==> config.mk <==
export PLATFORM = sky130hd
export DESIGN_NAME = supply_reset_seq
export DESIGN_NICKNAME = d
export VERILOG_FILES = /design/src/rtl/supply_rst_pkg.sv /design/src/rtl/flag_sync.sv /design/src/rtl/drop_filter.sv /design/src/rtl/release_timer.sv /design/src/rtl/supply_reset_seq.sv
export SDC_FILE = /design/constraint.sdc
export NUM_CORES = 1
export LEC_CHECK = 0
export BUFFER_PORTS_ARGS = -buffer_cell sky130_fd_sc_hd__buf_2
export CORE_AREA = 2 2 39 41
export DETAILED_ROUTE_END_ITERATION = 10
export DIE_AREA = 0 0 41 43
export GPL_ROUTABILITY_DRIVEN = 1
export PLACE_DENSITY = 0.71
export SYNTH_ARGS = -nofsm -noshare
export SYNTH_HDL_FRONTEND = slang
export SYNTH_SLANG_ARGS = --single-unit
export TNS_END_PERCENT = 50
==> constraint.sdc <==
create_clock -name clk -period 4.3 [get_ports clk]
set_clock_uncertainty 0.15 [all_clocks]
set_input_delay 0.86 -clock clk [delete_from_list [all_inputs] [get_ports clk]]
set_output_delay 0.86 -clock clk [all_outputs]
set_load 0.005 [all_outputs]
==> src/rtl/supply_rst_pkg.sv <==
package supply_rst_pkg;
  // Index of each supervisory flag in the synchronizer vector
  localparam int unsigned IDX_REG = 0;
  localparam int unsigned IDX_BAT = 1;
  localparam int unsigned IDX_EXT = 2;
  localparam int unsigned N_FLAGS = 3;

  typedef struct packed {
    logic ext_ok;
    logic bat_ok;
    logic reg_ok;
  } sup_flags_t;

  // Values taken by the synchronizers while the block is in reset:
  // supplies treated as invalid, external line treated as released.
  localparam sup_flags_t FLAGS_RST = '{ext_ok: 1'b1, bat_ok: 1'b0, reg_ok: 1'b0};
endpackage

==> src/rtl/flag_sync.sv <==
module flag_sync #(
  parameter int unsigned WIDTH  = 3,
  parameter int unsigned STAGES = 2,
  parameter logic [WIDTH-1:0] RST_VAL = '0
) (
  input  logic             clk,
  input  logic             rst,
  input  logic [WIDTH-1:0] d_async,
  output logic [WIDTH-1:0] q_sync
);
  localparam int unsigned LAST = STAGES - 1;

  for (genvar b = 0; b < WIDTH; b++) begin : g_bit
    logic [STAGES-1:0] chain;
    always_ff @(posedge clk) begin
      if (rst) chain <= {STAGES{RST_VAL[b]}};
      else     chain <= {chain[STAGES-2:0], d_async[b]};
    end
    assign q_sync[b] = chain[LAST];
  end
endmodule

==> src/rtl/drop_filter.sv <==
module drop_filter #(
  parameter int unsigned PERSIST_CYC = 5
) (
  input  logic clk,
  input  logic rst,
  input  logic flag_in,
  output logic flag_valid
);
  localparam int unsigned CW = (PERSIST_CYC < 2) ? 1 : $clog2(PERSIST_CYC);
  localparam logic [CW-1:0] LIMIT = CW'(PERSIST_CYC - 1);

  logic [CW-1:0] low_cnt;

  always_ff @(posedge clk) begin
    if (rst) begin
      flag_valid <= 1'b0;
      low_cnt    <= '0;
    end else if (!flag_valid) begin
      low_cnt <= '0;
      if (flag_in) flag_valid <= 1'b1;
    end else if (flag_in) begin
      low_cnt <= '0;
    end else if (low_cnt == LIMIT) begin
      flag_valid <= 1'b0;
      low_cnt    <= '0;
    end else begin
      low_cnt <= low_cnt + 1'b1;
    end
  end

  AST_DROP_PERSISTED: assert property (@(posedge clk) disable iff (rst)
    $fell(flag_valid) |-> ($past(low_cnt) == LIMIT && !$past(flag_in)));
  AST_HIGH_KEEPS_VALID: assert property (@(posedge clk) disable iff (rst)
    (flag_valid && flag_in) |=> flag_valid);
endmodule

==> src/rtl/release_timer.sv <==
module release_timer #(
  parameter int unsigned DELAY_CYC = 20
) (
  input  logic clk,
  input  logic rst,
  input  logic start_valid,
  output logic elapsed
);
  localparam int unsigned CW = (DELAY_CYC < 2) ? 1 : $clog2(DELAY_CYC);
  localparam logic [CW-1:0] LAST = CW'(DELAY_CYC - 1);

  logic [CW-1:0] cyc_cnt;

  always_ff @(posedge clk) begin
    if (rst || !start_valid) begin
      cyc_cnt <= '0;
      elapsed <= 1'b0;
    end else if (!elapsed) begin
      if (cyc_cnt == LAST) elapsed <= 1'b1;
      else                 cyc_cnt <= cyc_cnt + 1'b1;
    end
  end

  AST_ELAPSED_NEEDS_VALID: assert property (@(posedge clk) disable iff (rst)
    elapsed |-> $past(start_valid));
  AST_ELAPSED_AT_END: assert property (@(posedge clk) disable iff (rst)
    $rose(elapsed) |-> $past(cyc_cnt) == LAST);
endmodule

==> src/rtl/supply_reset_seq.sv <==
module supply_reset_seq
  import supply_rst_pkg::*;
#(
  parameter int unsigned DELAY_CYC   = 20,
  parameter int unsigned PERSIST_CYC = 5
) (
  input  logic clk,
  input  logic rst,
  input  logic reg_ok_raw,
  input  logic bat_ok_raw,
  input  logic ext_rst_n_raw,
  output logic sys_rst_n,
  output logic bridge_inhibit,
  output logic reload_strobe
);
  sup_flags_t raw_flags;
  sup_flags_t s_flags;
  logic       reg_valid;
  logic       dly_done;
  logic       int_ok;
  logic       hold_req;

  assign raw_flags = '{ext_ok: ext_rst_n_raw, bat_ok: bat_ok_raw, reg_ok: reg_ok_raw};

  flag_sync #(
    .WIDTH  (N_FLAGS),
    .STAGES (2),
    .RST_VAL(FLAGS_RST)
  ) u_sync (
    .clk    (clk),
    .rst    (rst),
    .d_async(raw_flags),
    .q_sync (s_flags)
  );

  drop_filter #(.PERSIST_CYC(PERSIST_CYC)) u_filter (
    .clk       (clk),
    .rst       (rst),
    .flag_in   (s_flags.reg_ok),
    .flag_valid(reg_valid)
  );

  release_timer #(.DELAY_CYC(DELAY_CYC)) u_timer (
    .clk        (clk),
    .rst        (rst),
    .start_valid(reg_valid),
    .elapsed    (dly_done)
  );

  // Own release decision, then merge with the sensed shared line
  assign int_ok   = reg_valid & dly_done & s_flags.bat_ok;
  assign hold_req = ~int_ok | ~s_flags.ext_ok;

  always_ff @(posedge clk) begin
    if (rst) begin
      sys_rst_n      <= 1'b0;
      bridge_inhibit <= 1'b1;
      reload_strobe  <= 1'b0;
    end else begin
      sys_rst_n      <= int_ok;
      bridge_inhibit <= hold_req;
      reload_strobe  <= hold_req & ~bridge_inhibit;
    end
  end

  AST_LOW_RST_INHIBITS: assert property (@(posedge clk) disable iff (rst)
    !sys_rst_n |-> bridge_inhibit);
  AST_BAT_LOSS_ASSERTS: assert property (@(posedge clk) disable iff (rst)
    !s_flags.bat_ok |=> !sys_rst_n);
  AST_STROBE_ONE_CYCLE: assert property (@(posedge clk) disable iff (rst)
    reload_strobe |=> !reload_strobe);
  AST_STROBE_ON_ENTRY: assert property (@(posedge clk) disable iff (rst)
    reload_strobe |-> (bridge_inhibit && !$past(bridge_inhibit)));
  AST_RELEASE_AFTER_DELAY: assert property (@(posedge clk) disable iff (rst)
    $rose(sys_rst_n) |-> $past(dly_done));
endmodule

==> impl_metrics.toml <==
[worst_setup_path]
critPathLaunchType = "flop"
cp-end-kind = "primary output"
required_ps = 3290
path_cells = "buf_2"
crit_fanout = 2
cp_num_buf_inv = 1
crit_arrival_ps = 750
max_stage_delay_ps = 340
crit_slowest_cell = "dfxtp_1"
cpLargestDelayFamily = "flip-flops"
worstSetupPathType = "reg2out"

[synthesis]
synth.net_count = 74
synth_seq_area_share_pct = 56.30
synth.distinct_cells = 21
yosysWarnings = 0
syn_inst = 66
synth_area_per_cell_sq_um = 10.24
synth_area_sq_um = 675.6
ys_ff_latch = 19

[placement]
gp_congestion = 0.7411
hpwl_um = 697.2
dp_cells = 88
io_buffer_count = 7
place_ws_ps = 2478

[clock_tree]
cts_buffers = 3
path_clk_slew_ps = 110
cts.sink_count = 19
cts_tree = "done"
cts_buffer_depth = 2
cts_resized = 0
root_buffer = "clkbuf_4"
postCtsHoldBufs = 0
htreeDepth = 1
clkLatencyLatePin_ps = 290
cts_setup_buffers = 0

[timing]
setup-violations-final = 0
finalCritPeriodShare_pct = 40.86
min_period_ps = 1757
hold_violations = 0
worstMarginPinSlew_ps = 361.8
slew_viol_final = 0
fmax_mhz = 569.1
rsz0062_at_grt = "false"
max_slew_margin_pct = 75.53
fin_ws_ps = 2543
fin_setup_tns_ps = 0

[power]
p_leak_nw = 0.3109
p_per_area_mw_per_mm2 = 365.3
ir_drop_v = 0.0002201

[detailed_routing]
dr.pass1.iters = 3
post_drt_wl_per_cell_um = 10.21
drt_iter0_drc = 6
vias = 461
drcViolationCount = 0
drt_wl_total_um = 939
ant_nets = 0
viasPerCell = 5.011

[global_route]
grt_pass1_vias = 426
grt_max_degree = 12
antenna_found_initial = 0
grt_usage_pct = 13.33
gr-total-overflow = 0
grt_first_pass_wirelength_um = 1531

[final_layout]
register_area_sq_um = 380.4
stdcell_count = 92
num-fill-cells = 134
multiInputGateArea_sq_um = 275.3
diodes = 0
area_delta_synth_final_pct = 11.48
nets = 85
drive_above_1_share_pct = 18.42

[flow_run]
cap_violations = 0

[floorplan]
fp.coreArea_sq_mm = 0.001384
io_pins = 8
die_x_um = 41
dieArea_sq_mm = 0.001763
die_h_um = 43
std_cell_rows = 14
initial_utilization_pct = 48.82

[min_path]
hp-class = "reg2reg"

[status]
status = "finished, final reports clean"
==> cells in the final DEF (no fill, tap or decap) <==
master and instances:
nor2_1 6, nor3_1 2, a21oi_1 4, xor2_1 2
clkinv_2 1, dfxtp_1 19, or3_1 1, buf_2 7
ha_1 3, mux2i_1 1, inv_1 4, and4_1 1
nor3b_1 1, or2_2 2, nor4bb_2 1, o21ai_0 2
or4_1 1, nor2b_1 5, nand4b_1 2, clkbuf_4 3
nand2_1 4, nand2b_1 1, and3_1 3
==> through the flow <==
stage / util [%] / hold WS, ps / power, mW / instance area, sq um
2_1_floorplan: - / 203.8 / 0.1907 / 675.6
3_3_place_gp: 52.44 / 214.3 / 0.1930 / 725.7
3_5_place_dp: 52.44 / 225.2 / 0.1933 / 725.7
4_1_cts: 54.43 / 251.0 / 0.2767 / 753.2
5_1_grt: 54.43 / 275.7 / 0.2877 / 753.2
6_report: 54.43 / 248.5 / 0.2752 / 753.2
==> routing by layer <==
layer / vias up / GRT usage [%] / part of all wire, %
met5: - / 0 / 0
met4: 0 / 12.00 / 3.5
met3: 4 / 3.141 / 2.9
met2: 7 / 19.06 / 43
met1: 206 / 15.44 / 50
li1: 244 / - / -
==> area by class of cell <==
class                      instances  share of cell area, %
tap                               16                  2.658
inverter                           4                  1.993
clock inverter                     1                 0.6645
clock buffer                       3                  2.990
multi-input combinational         42                  36.54
timing repair buffer               7                  4.651
sequential                        19                  50.50
==> flip-flops by register name, summed over array words and instances (netlist names) <==
signal and flops:
u_timer.cyc_cnt 5, u_timer.elapsed 1, u_sync.g_bit.chain 6, bridge_inhibit 1, reload_strobe 1, u_filter.flag_valid 1
u_filter.low_cnt 3, sys_rst_n 1
==> path summary, 6_finish.rpt <==
kind | cells past startpoint | slack [ps] | start | to
setup / recovery | 1 | 2540 | bridge_inhibit | bridge_inhibit
hold / removal | 1 | 250 | u_sync.g_bit[2].chain[1] | bridge_inhibit
setup reg to reg | 4 | 2800 | u_timer.cyc_cnt[0] | u_timer.cyc_cnt[2]
hold reg to reg | 1 | 250 | u_sync.g_bit[2].chain[1] | bridge_inhibit
==> worst reg2reg max path, cell delays in order, from the launching register on <==
cell,delay [ps]
dfxtp_1,350
ha_1,230
nor4bb_2,190
or4_1,400
a21oi_1,130
==> where the power goes <==
group | total, mW | internal (mW) | switching [mW]
Sequential | 0.181 | 0.180 | 0.00173
Clock | 0.0861 | 0.0346 | 0.0515
Combinational | 0.00761 | 0.00413 | 0.00349
==> cells in the mapped netlist <==
| cell | instances | area (sq um) |
|---|---|---|
| or3_1 | 1 | 6.260 |
| a21oi_1 | 4 | 20.02 |
| xor2_1 | 2 | 17.52 |
| nand2_1 | 4 | 15.01 |
| ha_1 | 3 | 37.54 |
| or2_2 | 2 | 12.51 |
| dfxtp_1 | 19 | 380.4 |
| and4_1 | 1 | 8.760 |
| o21ai_0 | 2 | 10.01 |
| nor3b_1 | 1 | 7.510 |
| nand4b_1 | 2 | 17.52 |
| nor2_1 | 6 | 22.52 |
| inv_1 | 4 | 15.01 |
| nor3_1 | 2 | 10.01 |
| and3_1 | 3 | 18.77 |
| buf_2 | 1 | 5.000 |
| nor4bb_2 | 1 | 16.27 |
| mux2i_1 | 1 | 10.01 |
| or4_1 | 1 | 7.510 |
| nor2b_1 | 5 | 31.28 |
| nand2b_1 | 1 | 6.260 |
==> cells by family (layout without fill, tap and decap cells) <==
kind of cell / count (synthesis) / count (layout) / share of synthesized area [%]
simple gates: 30 / 30 / 26.67
flops: 19 / 19 / 56.30
compound gates: 6 / 6 / 4.445
buf+inv: 5 / 15 / 2.962
fa+ha+maj: 3 / 3 / 5.556
xor+xnor: 2 / 2 / 2.593
mux: 1 / 1 / 1.482
No activity file was read; power rests on OpenSTA's default activity.
